==> src/rtl/mrs_pkg.sv <==
package mrs_pkg;
  localparam int BEATS_W = 5;
  localparam int CL_W    = 3;

  typedef enum logic {
    ORDER_SEQ = 1'b0,
    ORDER_ILV = 1'b1
  } burst_order_e;

  typedef struct packed {
    logic [BEATS_W-1:0] beats;
    burst_order_e       order;
    logic [CL_W-1:0]    cl;
  } mode_t;

  localparam mode_t MODE_DEFAULT = '{beats: 5'd2, order: ORDER_SEQ, cl: 3'd3};
endpackage

==> src/rtl/mrs_decode.sv <==
module mrs_decode
  import mrs_pkg::*;
#(
  parameter int ADDR_W     = 14,
  parameter int BA_W       = 2,
  parameter int CL_ALLOWED = 3,
  parameter int BL_MIN     = 1,
  parameter int BL_MAX     = 4
) (
  input  logic [ADDR_W-1:0] addr,
  input  logic [BA_W-1:0]   ba,
  input  logic              banks_idle,
  output logic              ok,
  output mode_t             mode
);
  localparam int RSV_LO = 7;

  logic [2:0] bl_code;
  logic [2:0] cl_code;
  logic       bl_ok, cl_ok, rsv_ok, ba_ok;

  always_comb begin
    bl_code = addr[2:0];
    cl_code = addr[6:4];
    bl_ok   = (int'(bl_code) >= BL_MIN) && (int'(bl_code) <= BL_MAX);
    cl_ok   = (int'(cl_code) == CL_ALLOWED);
    rsv_ok  = (addr[ADDR_W-1:RSV_LO] == '0);
    ba_ok   = (ba == '0);
    ok      = bl_ok && cl_ok && rsv_ok && ba_ok && banks_idle;
    mode.beats = BEATS_W'(1) << bl_code;
    mode.order = burst_order_e'(addr[3]);
    mode.cl    = cl_code;
  end
endmodule

==> src/rtl/mrs_window.sv <==
module mrs_window #(
  parameter int WR_CYCLES = 2
) (
  input  logic clk,
  input  logic rst,
  input  logic start,
  output logic busy
);
  generate
    if (WR_CYCLES <= 1) begin : g_none
      assign busy = 1'b0;
    end else begin : g_cnt
      localparam int CW = $clog2(WR_CYCLES);
      localparam logic [CW-1:0] LOAD = CW'(WR_CYCLES - 1);
      logic [CW-1:0] cnt;
      always_ff @(posedge clk) begin
        if (rst)                cnt <= '0;
        else if (start)         cnt <= LOAD;
        else if (cnt != '0)     cnt <= cnt - 1'b1;
      end
      assign busy = (cnt != '0);
    end
  endgenerate
endmodule

==> src/rtl/sdram_mrs_ctrl.sv <==
module sdram_mrs_ctrl
  import mrs_pkg::*;
#(
  parameter int ADDR_W    = 14,
  parameter int BA_W      = 2,
  parameter int WR_CYCLES = 2
) (
  input  logic               clk,
  input  logic               rst,
  input  logic               cke,
  input  logic               cs_n,
  input  logic               ras_n,
  input  logic               cas_n,
  input  logic               we_n,
  input  logic [ADDR_W-1:0]  addr,
  input  logic [BA_W-1:0]    ba,
  input  logic               banks_idle,
  output logic [BEATS_W-1:0] burst_beats,
  output logic               burst_ilv,
  output logic [CL_W-1:0]    cas_lat,
  output logic               busy,
  output logic               illegal
);
  logic  cmd_hit, dec_ok, accept;
  mode_t dec_mode, mode_q;
  logic  illegal_q;

  assign cmd_hit = cke && !cs_n && !ras_n && !cas_n && !we_n && !busy;
  assign accept  = cmd_hit && dec_ok;

  mrs_decode #(.ADDR_W(ADDR_W), .BA_W(BA_W)) u_dec (
    .addr       (addr),
    .ba         (ba),
    .banks_idle (banks_idle),
    .ok         (dec_ok),
    .mode       (dec_mode)
  );

  mrs_window #(.WR_CYCLES(WR_CYCLES)) u_win (
    .clk   (clk),
    .rst   (rst),
    .start (accept),
    .busy  (busy)
  );

  always_ff @(posedge clk) begin
    if (rst) begin
      mode_q    <= MODE_DEFAULT;
      illegal_q <= 1'b0;
    end else begin
      if (accept) mode_q <= dec_mode;
      illegal_q <= cmd_hit && !dec_ok;
    end
  end

  assign burst_beats = mode_q.beats;
  assign burst_ilv   = mode_q.order;
  assign cas_lat     = mode_q.cl;
  assign illegal     = illegal_q;
endmodule

==> config.mk <==
export PLATFORM = sky130hd
export DESIGN_NAME = sdram_mrs_ctrl
export DESIGN_NICKNAME = d
export VERILOG_FILES = /design/src/rtl/mrs_pkg.sv /design/src/rtl/mrs_decode.sv /design/src/rtl/mrs_window.sv /design/src/rtl/sdram_mrs_ctrl.sv
export SDC_FILE = /design/constraint.sdc
export NUM_CORES = 1
export LEC_CHECK = 0
export ABC_AREA = 1
export BUFFER_PORTS_ARGS = -buffer_cell sky130_fd_sc_hd__buf_4
export CORE_MARGIN = 10
export CORE_UTILIZATION = 38
export CTS_CLUSTER_SIZE = 10
export DETAILED_ROUTE_END_ITERATION = 7
export GPL_TIMING_DRIVEN = 0
export HOLD_SLACK_MARGIN = 0.12
export PLACE_DENSITY = 0.69
export SYNTH_ARGS = -nofsm -noshare
export SYNTH_HDL_FRONTEND = slang
export SYNTH_SLANG_ARGS = --single-unit
==> constraint.sdc <==
create_clock -name clk -period 1.1 [get_ports clk]
set_input_delay 0.11 -clock clk [delete_from_list [all_inputs] [get_ports clk]]
set_output_delay 0.11 -clock clk [all_outputs]
set_load 0.01 [all_outputs]
# After elaboration in Yosys (flattened, before gate mapping)

Index checks and enable logic that the tools add are counted.

Register bits after elaboration: 11
Input bits: 24
Output and inout port bits: 11
Logic and storage cells: 32

Add/subtract/negate cells: 1
Order comparisons: 2
Eq/ne operators: 1
Shift-type cells: 1
Mux-type cells: 2
Reduce and logical (&&, ||, !) cells: 20

Operator list:

| operator                                                          | number |
|---|---|
| logical AND 1 bit                                                 | 12 |
| logical NOT 7 bit                                                 | 1 |
| logical NOT 1 bit                                                 | 6 |
| left shift 1 x 3 -> 5 bit, first input constant                   | 1 |
| equality test 3 bit, second input constant                        | 1 |
| greater-or-equal comparator 3 x 1 -> 1 bit, second input constant | 1 |
| <= comparator 3 bit, second input constant                        | 1 |
| logical NOT 2 bit                                                 | 1 |
| 2-to-1 mux 1 bit                                                  | 2 |
| subtractor 1 bit, second input constant                           | 1 |

# Depth between registers and ports, before layout

Gate-level depths: netlist of run 1.

Word-level depth: 8
Mapped depth: 8

# By module

Synthesis of run 1 repeated with hierarchy kept, for this count alone.

Cell total of the unflattened synthesis: 96
Area, all modules: 656.9 µm²

Modules (own cells, without submodules):

| module         | instances | cells each | area an instance (µm²) | sequential area each (µm²) |
|---|---|---|---|---|
| sdram_mrs_ctrl | 1         | 64         | 489.2                  | 200.2 |
| mrs_decode     | 1         | 29         | 137.6                  | 0.0 |
| mrs_window     | 1         | 3          | 30.0                   | 20.0 |

# Worst setup path after synthesis of run 1

OpenSTA, ideal clock, no wires.

Path type: register to register
Start: reg u_win.g_cnt.cnt, in the netlist u_win.busy
End: reg mode_q (netlist bit burst_beats[3])
Library setup time: 64 ps
Arrival: 992 ps
Slack: 44 ps
Stages on the path, launching flop included: 8
Cell sequence: dfxtp_1 nor2_1 nand2_1 nor2_8 inv_1 nor2_4 nor2_1 nor2_1

Word-level cells in the longest chain between the ends: 3

RTL lines:

| item                   | line                 | source |
|---|---|---|
| start, declared        | mrs_window.sv:15     | `logic [CW-1:0] cnt;` |
| start signal, assigned | mrs_window.sv:19     | `else if (cnt != '0) cnt <= cnt - 1'b1;` |
| logical NOT 1 bit      | sdram_mrs_ctrl.sv:28 | `assign cmd_hit = cke && !cs_n && !ras_n && !cas_n && !we_n && !busy;` |
| logical AND 1 bit      | sdram_mrs_ctrl.sv:28 |  |
| logical AND 1 bit      | sdram_mrs_ctrl.sv:29 | `assign accept = cmd_hit && dec_ok;` |
| end signal, assigned   | sdram_mrs_ctrl.sv:51 | `if (accept) mode_q <= dec_mode;` |
| end, declared          | sdram_mrs_ctrl.sv:25 | `mode_t dec_mode, mode_q;` |

No other way between the ends.
A chain may end at the register's enable or synchronous reset.

# Final worst setup path of run 1

Start: reg u_win.g_cnt.cnt, in the netlist u_win.busy
End: reg mode_q (netlist bit burst_ilv)

Same word-level chain as after synthesis.

==> flow_metrics.py, run 1 <==
metrics = {
    "setup_path": {
        "arrival_ps": 1280,
        "critPathMaxFanout": 7,
        "worstReg2RegEnd": "burst_ilv",
        "critPathSlowestCell": "dfxtp_2",
        "crit_type": "reg2reg",
        "reg2reg_depth": 7,
        "crit_top_cell": "nor2_1",
        "max_stage_delay_ps": 330,
        "r2r_start": "u_win.busy",
        "startpoint_type": "flop",
        "end_kind": "flop",
        "path_cells": "nor2_2 > nand2_2 > nor2_8 > inv_2 > nor2_4 > nor2_1 > nor2_1",
        "critPathBufInv": 1,
        "cp_top_family": "simple AND/OR/NAND/NOR gates",
        "crit_required_ps": 1300,
        "ff2ff_setup_slack_ps": 20,
    },
    "clocking": {
        "cts_tree": "done",
        "clk_pin_slew_ps": 70,
        "clock-sinks": 11,
        "clock_latency_ps": 260,
        "cts-buffers-inserted": 3,
        "clk_path_buf_depth": 2,
        "cts_root_buf": "clkbuf_4",
        "htreeDepth": 1,
    },
    "yosys": {
        "ys_top_cells_by_area": "dfxtp_1, nor2_1, nand2_1",
        "synth_top_family_by_area": "simple AND/OR/NAND/NOR gates",
        "synth_top_cell_by_area": "dfxtp_1",
        "synthDistinctLibCells": 16,
        "synth-simple-area-share": 0.531,
        "synth_area_per_cell_um2": 6.74,
        "netlist_instances": 93,
        "synth_adder_area_share": 0,
        "synth_xor_xnor_area_share": 0,
        "ys_ff_latch": 11,
        "synth_seq_area_share": 0.351,
        "muxShareOfSynthArea": 0,
        "yosys.area.top_type_share": 0.351,
        "yosysWarnings": 0,
        "synth_area_um2": 627,
        "syn_nets": 117,
        "synth_compound_area_frac": 0.0160,
    },
    "worst_hold_path": {
        "hold_class": "in2reg",
        "hp-start": "addr[1]",
        "whs_endpoint": "burst_beats[1]",
        "whs_path_depth": 4,
    },
    "grt": {
        "grtUsageTotal": 0.0916,
        "grt_max_degree": 11,
        "grt_pass1_vias": 612,
        "overflow": 0,
        "antenna_found_initial": 0,
        "grt_pass1_wl_mm": 2.68,
    },
    "final_layout": {
        "diodes": 0,
        "finalNetCount": 158,
        "finalNonFillerCells": 149,
        "drive_gt1_frac": 0.391,
        "utilization": 0.621,
        "area_growth_pct": 52.7,
    },
    "timing": {
        "slew_viol_final": 0,
        "rsz0062_at_grt": "yes",
        "fin_setup_tns_ps": 0,
        "setup_viol": 0,
        "worst_clock_skew_ps": 3.66,
        "tightestPinTransition_ps": 266,
        "fmax_ghz": 0.927,
        "whs_ps": 148,
        "post-route-period-util": 0.980,
        "hold_violations": 0,
        "min_period_ps": 1080,
        "slew_headroom": 0.822,
    },
    "detailed_routing": {
        "drc": 0,
        "via_per_inst": 4.54,
        "routed_wl_mm": 1.70,
        "drtIter0Drc": 11,
        "wl_per_cell_um": 11.4,
        "wl_met1_um": 724,
        "maxUsedRoutingLayer": "met3",
        "met3_length_um": 201,
        "drt.antenna.violating_nets": 0,
        "drtPass1Iterations": 4,
        "via_count": 676,
        "wl_met2_um": 773,
    },
    "die": {
        "dieWidth_um": 60.6,
        "die_y_um": 60.6,
        "coreArea_um2": 1540,
        "die_area_um2": 3670,
        "io_pins": 35,
        "num_rows": 14,
        "initial_core_util": 0.407,
    },
    "power_and_ir_drop": {
        "ir_drop_mv": 0.910,
        "p_leak_nw": 0.501,
        "total_power_uw": 807,
        "power_density_nw_per_um2": 843,
    },
    "place": {
        "hpwl_mm": 1.41,
        "dp_cells": 143,
        "io_buffers": 34,
        "routabilityCongestion": 0.689,
    },
    "job": {
        "max-cap-violations": 0,
    },
    "status": {
        "run_status": "finished clean",
    },
}
registers in the layout, summed over array words and instances (netlist names):
name / count
burst_beats: 5
burst_ilv: 1
cas_lat: 3
illegal: 1
u_win.busy: 1
power by group:
part / internal, mW / total [mW] / leakage (nW) / switching, mW
Combinational: 0.0734 / 0.137 / 0.397 / 0.0632
Sequential: 0.398 / 0.398 / 0.0892 / 0.0000859
Clock: 0.140 / 0.272 / 0.0150 / 0.132
metrics by stage:
stage / setup slack, ps / instance area, um^2
floorplan: 43.8 / 627
global placement: -16.9 / 902
detailed placement: -8.46 / 902
CTS: -7.85 / 941
global route: -52.3 / 957
finish: 21.5 / 957
layer usage:
metal	global-route usage	vias to the layer above
met2	0.140	23
li1	-	366
met3	0.0668	0
met5	0	-
met4	0.00940	0
met1	0.105	287
worst max-delay path by stage:
stage,startpoint,slack (ps),depth (start not counted),endpoint
6_report,u_win.busy,20,7,burst_ilv
5_1_grt,u_win.busy,-50,7,burst_beats[3]
4_1_cts,u_win.busy,-8,7,burst_ilv
3_5_place_dp,u_win.busy,-8,7,burst_ilv
3_3_place_gp,u_win.busy,-20,6,burst_beats[2]
2_1_floorplan,u_win.busy,40,7,burst_beats[3]
timing repair:
item,CTS,global route
setup endpoints to repair,3,7
gates cloned,0,0
hold endpoints to repair,1,0
resized for setup,1,4
hold buffers,1,0
pin swaps,3,6
setup buffers,0,1
final cells by class:
| type | instances | area [um^2] |
|---|---|---|
| clock buffers | 4 | 26.3 |
| flip-flops and latches | 11 | 221 |
| multi-input cells | 65 | 353 |
| inverters | 17 | 63.8 |
| fillers | 148 | 584 |
| well taps | 16 | 20.0 |
| repair buffers | 36 | 273 |
worst min-delay path: cells and delay by family:
family                 cells  cell delay [ps]
AND/OR/NAND/NOR            3              140
buffers and inverters      1              100
cells in the final DEF, fill, tap and decap left out, drive strengths merged:
cell	n
nor3b	1
nand3	9
dlygate4sd3	1
nand3b	2
nand2	21
clkinv	1
nand4	3
inv	16
nor2	27
clkbuf	4
buf	35
dfxtp	11
o21ai	2
synth_stat cells:
library cell / count
nor2_1: 22
nand2_1: 20
inv_1: 16
dfxtp_1: 11
nand3_1: 6
nand4_1: 3
nor2_4: 3
nand3_2: 2
nand3b_1: 2
o21ai_0: 2
clkinv_1: 1
nand2_2: 1
nand3_4: 1
nor2_2: 1
nor2_8: 1
nor3b_1: 1
cell families after synthesis:
logic type             after synthesis
AOI/OAI and AO/OA                    2
DFF                                 11
buffers and inverters               17
and+or+nand+nor                     63
(Power assumes the default switching activity.)
==> run 2: changes to the inputs <==
--- a/config.mk
+++ b/config.mk
@@ -6,14 +6,14 @@
 export NUM_CORES = 1
 export LEC_CHECK = 0
 export ABC_AREA = 1
-export BUFFER_PORTS_ARGS = -buffer_cell sky130_fd_sc_hd__buf_4
-export CORE_MARGIN = 10
-export CORE_UTILIZATION = 38
+export CORE_MARGIN = 8
+export CORE_UTILIZATION = 25
 export CTS_CLUSTER_SIZE = 10
 export DETAILED_ROUTE_END_ITERATION = 7
+export DONT_BUFFER_PORTS = 1
 export GPL_TIMING_DRIVEN = 0
 export HOLD_SLACK_MARGIN = 0.12
-export PLACE_DENSITY = 0.69
+export PLACE_DENSITY = 0.36
 export SYNTH_ARGS = -nofsm -noshare
 export SYNTH_HDL_FRONTEND = slang
 export SYNTH_SLANG_ARGS = --single-unit
==> run 2 against run 1 <==
  * Maximum frequency is essentially flat
  * Die area grew 19%
  * Final cell count shrank 11%
  * Combinational power shrank 41%
  * Routed wire length shrank 10%
  * Register-to-register slack is essentially flat
  * First-iteration DRC count shrank 18%
  * Sequential power is essentially flat
  * Utilization shrank 31 points
  * Sequential share of layout area grew 6.1 points
==> flow_metrics.py, run 2 (synthesis gave the netlist of run 1 again) <==
metrics = {
    "final_layout": {
        "layout_common_cells": "nor2_1, nand2_1, inv_1, dfxtp_1",
        "largest_reg_flops": 5,
        "finalNetCount": 127,
        "num-fill-cells": 275,
        "final_common_cell": "nor2_1",
        "design_area_um2": 766,
        "diodes": 0,
        "utilization": 0.315,
        "area_growth_pct": 22.2,
        "drive_gt1_frac": 0.176,
    },
    "die": {
        "coreArea_um2": 2430,
        "initial_core_util": 0.258,
        "num_rows": 18,
        "die_y_um": 66.1,
        "dieWidth_um": 66.1,
        "io_pins": 35,
        "die_area_um2": 4370,
    },
    "clocking": {
        "clock_latency_ps": 270,
        "cts_tree": "done",
        "htreeDepth": 1,
        "cts-buffers-inserted": 3,
        "clk_pin_slew_ps": 80,
        "clk_path_buf_depth": 2,
        "cts_root_buf": "clkbuf_4",
        "clock-sinks": 11,
    },
    "setup_path": {
        "max_stage_delay_ps": 360,
        "reg2reg_depth": 7,
        "worstReg2RegEnd": "burst_ilv",
        "crit_type": "reg2reg",
        "startpoint_type": "flop",
        "ff2ff_setup_slack_ps": 20,
        "end_kind": "flop",
        "critPathMaxFanout": 7,
        "r2r_start": "u_win.busy",
        "path_cells": "nor2_4 > nand2_4 > nor2_8 > inv_2 > nor2_4 > nor2_1 > nor2_1",
        "startpoint": "u_win.busy",
        "crit_required_ps": 1300,
        "critPathSlowestCell": "dfxtp_4",
        "arrival_ps": 1280,
    },
    "timing": {
        "worst_clock_skew_ps": 5.61,
        "slew_viol_final": 0,
        "tightestPinTransition_ps": 255,
        "setup_ws_ps": 20.6,
        "post-route-period-util": 0.981,
        "fmax_ghz": 0.926,
        "slew_headroom": 0.829,
        "rsz0062_at_grt": "yes",
        "hold_violations": 0,
        "setup_viol": 0,
        "min_period_ps": 1080,
        "whs_ps": 126,
    },
    "detailed_routing": {
        "routed_wl_mm": 1.53,
        "via_per_inst": 4.23,
        "via_count": 559,
        "wl_per_cell_um": 11.6,
        "drtPass1Iterations": 3,
        "drc": 0,
        "drtIter0Drc": 9,
        "drt.antenna.violating_nets": 0,
    },
    "place": {
        "routabilityCongestion": 0.661,
        "post-place-ws_ps": -92.7,
        "dpl_cell_area_um2": 664,
        "io_buffers": 0,
        "hpwl_mm": 1.28,
    },
    "worst_hold_path": {
        "hp-start": "addr[2]",
        "whs_endpoint": "burst_beats[1]",
        "hold_class": "in2reg",
        "whs_path_depth": 5,
    },
    "power_and_ir_drop": {
        "power_density_nw_per_um2": 977,
        "ir_drop_mv": 0.783,
        "p_leak_nw": 0.357,
        "total_power_uw": 748,
    },
    "status": {
        "run_status": "finished clean",
    },
    "grt": {
        "grt_pass1_vias": 614,
        "grt_pass1_wl_mm": 2.80,
        "grtUsageTotal": 0.0808,
        "antenna_found_initial": 0,
        "grt_max_degree": 11,
        "overflow": 0,
    },
    "job": {
        "max-cap-violations": 0,
    },
}
==> run 2: changes by cell type in the layout (fill, tap and decap cells not counted), sizes merged <==
cell         previous run  this run
dlygate4sd3             1         5
clkbuf                  4         3
clkinv                  1         2
buf                    35         0
==> run 2: timing repair <==
action                                  CTS  global route
hold buffers                              5             0
endpoints found under the setup margin    5            10
pin swaps                                 7             5
resized for setup                         5             3
hold endpoints to repair                  4             0
setup buffers                             0             0
==> run 2: final cells by class <==
| type | instances | area, um^2 | share of cell area |
|---|---|---|---|
| sequential | 11 | 224 | 0.292 |
| clock inverter | 1 | 5.00 | 0.00654 |
| clock buffer | 3 | 22.5 | 0.0294 |
| tap | 30 | 37.5 | 0.0490 |
| timing repair buffer | 5 | 50.0 | 0.0654 |
| inverter | 17 | 63.8 | 0.0833 |
| multi-input combinational | 65 | 363 | 0.474 |
==> run 2: metal layers <==
metal  vias to the layer above  GRT usage  part of all wire
li1                        302          -                 -
met1                       239     0.0844              0.39
met2                        18      0.129              0.48
met3                         0     0.0593              0.14
met4                         0     0.0160                 0
met5                         -          0                 0
==> run 2: power by group <==
| group | switching [mW] | total, mW | internal, mW | leakage (nW) |
|---|---|---|---|---|
| registers | 0.000303 | 0.396 | 0.396 | 0.0895 |
| clock network | 0.137 | 0.271 | 0.134 | 0.0177 |
| logic | 0.0473 | 0.0815 | 0.0341 | 0.250 |
==> run 2: worst max-delay path by stage <==
stage / slack [ps] / depth (start not counted) / end
after floorplan: 40 / 7 / burst_beats[3]
after global placement: -70 / 6 / burst_beats[2]
after detailed placement: -90 / 7 / burst_ilv
after CTS: -30 / 6 / burst_beats[1]
after global routing: -80 / 7 / burst_beats[4]
final: 20 / 7 / burst_ilv
==> run 2: metrics by stage <==
step / TNS [ps] / cells
5_1_grt: -333 / 132
3_3_place_gp: -298 / 123
6_report: 0 / 132
2_1_floorplan: 0 / 93
3_5_place_dp: -434 / 123
4_1_cts: -115 / 132
==> run 2: worst max-delay path, delay by kind of cell (launching register included) <==
kind | cells | cell delay, ps
AND/OR/NAND/NOR | 6 | 600
flip-flops | 1 | 360
buffers and inverters | 1 | 60
==> run 3: changes to the inputs <==
--- a/config.mk
+++ b/config.mk
@@ -6,6 +6,7 @@
 export NUM_CORES = 1
 export LEC_CHECK = 0
 export ABC_AREA = 1
+export CAP_MARGIN = 5
 export CORE_MARGIN = 8
 export CORE_UTILIZATION = 25
 export CTS_CLUSTER_SIZE = 10
==> constraint.sdc (replaced) <==
create_clock -name clk -period 1.1 [get_ports clk]
set_input_delay 0.165 -clock clk [delete_from_list [all_inputs] [get_ports clk]]
set_output_delay 0.165 -clock clk [all_outputs]
set_load 0.01 [all_outputs]
==> run 3 against run 2 <==
  * Design area unchanged
  * Die area unchanged
  * Register-to-register slack barely moved
  * Final cell count unchanged
  * Critical path depth stayed put
  * Largest power group unchanged
  * Non-clock buffer count did not move
  * Routed wire length rose by 1.8%
  * Utilization stayed put
  * Global-route usage decreased by 0.069 points
  * Maximum frequency about the same
  * Hold slack better by 41 ps
  * Combinational power about the same
==> flow_metrics.py, run 3 (synthesis gave the netlist of run 1 again) <==
metrics = {
    "status": {
        "run_status": "finished clean",
    },
    "timing": {
        "fmax_ghz": 0.926,
        "rsz0062_at_grt": "yes",
        "post-route-period-util": 0.981,
        "setup_ws_ps": 20.7,
        "tightestPinTransition_ps": 255,
        "slew_headroom": 0.829,
        "fin_setup_tns_ps": 0,
        "min_period_ps": 1080,
        "setup_viol": 0,
        "hold_violations": 0,
        "worst_clock_skew_ps": 5.58,
        "slew_viol_final": 0,
        "whs_ps": 167,
    },
    "grt": {
        "antenna_found_initial": 0,
        "grtUsageTotal": 0.0801,
        "overflow": 0,
        "grt_pass1_vias": 606,
        "grt_max_degree": 11,
        "grt_pass1_wl_mm": 2.77,
    },
    "die": {
        "dieWidth_um": 66.1,
        "coreArea_um2": 2430,
        "io_pins": 35,
        "num_rows": 18,
        "die_area_um2": 4370,
        "die_y_um": 66.1,
        "initial_core_util": 0.258,
    },
    "final_layout": {
        "largest_reg_flops": 5,
        "finalNonFillerCells": 132,
        "num-fill-cells": 275,
        "utilization": 0.315,
        "drive_gt1_frac": 0.176,
        "design_area_um2": 766,
        "final_common_cell": "nor2_1",
        "area_growth_pct": 22.2,
        "layout_common_cells": "nor2_1, nand2_1, inv_1, dfxtp_1",
        "finalNetCount": 127,
        "diodes": 0,
        "regArea_um2": 224,
        "multi_input_area_um2": 363,
    },
    "place": {
        "post-place-ws_ps": -92.7,
        "io_buffers": 0,
        "routabilityCongestion": 0.661,
        "hpwl_mm": 1.28,
        "dpl_cell_area_um2": 664,
        "dp_cells": 123,
    },
    "detailed_routing": {
        "via_count": 562,
        "drc": 0,
        "via_per_inst": 4.26,
        "drt.antenna.violating_nets": 0,
        "drtPass1Iterations": 3,
        "routed_wl_mm": 1.56,
        "wl_per_cell_um": 11.8,
        "drtIter0Drc": 13,
    },
    "setup_path": {
        "end_kind": "flop",
        "reg2reg_depth": 7,
        "ff2ff_setup_slack_ps": 20,
        "arrival_ps": 1280,
        "worstReg2RegEnd": "burst_ilv",
        "crit_type": "reg2reg",
        "crit_required_ps": 1300,
        "critPathSlowestCell": "dfxtp_4",
        "path_cells": "nor2_4 > nand2_4 > nor2_8 > inv_2 > nor2_4 > nor2_1 > nor2_1",
        "r2r_start": "u_win.busy",
        "max_stage_delay_ps": 360,
        "critPathMaxFanout": 7,
        "startpoint_type": "flop",
    },
    "power_and_ir_drop": {
        "switchingPower_uw": 184,
        "p_leak_nw": 0.357,
        "pwr-share-seq": 0.529,
        "swShare": 0.246,
        "combPwrFrac": 0.109,
        "power_density_nw_per_um2": 977,
        "ir_drop_mv": 0.782,
        "clkPwrFrac": 0.362,
        "cell_internal_pwr_uw": 564,
        "total_power_uw": 748,
    },
    "clocking": {
        "clock_latency_ps": 260,
        "clk_pin_slew_ps": 70,
        "clk_path_buf_depth": 2,
        "cts_tree": "done",
        "htreeDepth": 1,
        "cts-buffers-inserted": 3,
        "clock-sinks": 11,
        "cts_root_buf": "clkbuf_4",
    },
    "worst_hold_path": {
        "hp-start": "addr[3]",
        "hold_class": "in2reg",
        "whs_endpoint": "burst_ilv",
        "whs_path_depth": 4,
    },
    "job": {
        "max-cap-violations": 0,
    },
}
==> run 3: cell counts in the layout (fill, tap and decap cells not counted) <==
No cell type changed its count.
==> run 3: power groups by stage <==
stage | Clock, mW | Combinational (mW) | Sequential [mW]
6_report | 0.271 | 0.0815 | 0.396
5_1_grt | 0.322 | 0.0939 | 0.396
4_1_cts | 0.285 | 0.0763 | 0.398
3_5_place_dp | 0 | 0.0614 | 0.408
3_3_place_gp | 0 | 0.0603 | 0.408
2_1_floorplan | 0 | 0.0532 | 0.408
==> run 3: worst max path at each step <==
stage	slack, ps	from	end	cells after the start
floorplan	40	u_win.busy	burst_beats[3]	7
global placement	-70	u_win.busy	burst_beats[2]	6
detailed placement	-90	u_win.busy	burst_ilv	7
CTS	-30	u_win.busy	burst_beats[1]	6
global route	-80	u_win.busy	burst_beats[4]	7
finish	20	u_win.busy	burst_ilv	7
==> run 3: critical path: cells and delay by family, from the launching register on <==
kind	cells	cell delay [ps]
flops	1	360
buf+inv	1	60
simple gates	6	600
==> run 3: area by class of cell <==
type,instances,area share
Clock buffer,3,0.0294
Clock inverter,1,0.00654
Inverter,17,0.0833
Multi-Input combinational cell,65,0.474
Sequential cell,11,0.292
Tap cell,30,0.0490
Timing Repair Buffer,5,0.0654
==> run 3: per-layer routing <==
layer	global-route usage	vias to the layer above	part of all wire
met2	0.128	18	0.48
met4	0.0160	0	0
met1	0.0844	242	0.39
li1	-	302	-
met3	0.0576	0	0.13
met5	0	-	0
==> run 3: repair_timing <==
item | in CTS | in global routing
hold buffers | 4 | 1
setup buffers | 0 | 0
gates resized for setup | 5 | 3
setup endpoints to repair | 5 | 10
endpoints found under the hold margin | 3 | 1
pin swaps | 7 | 5
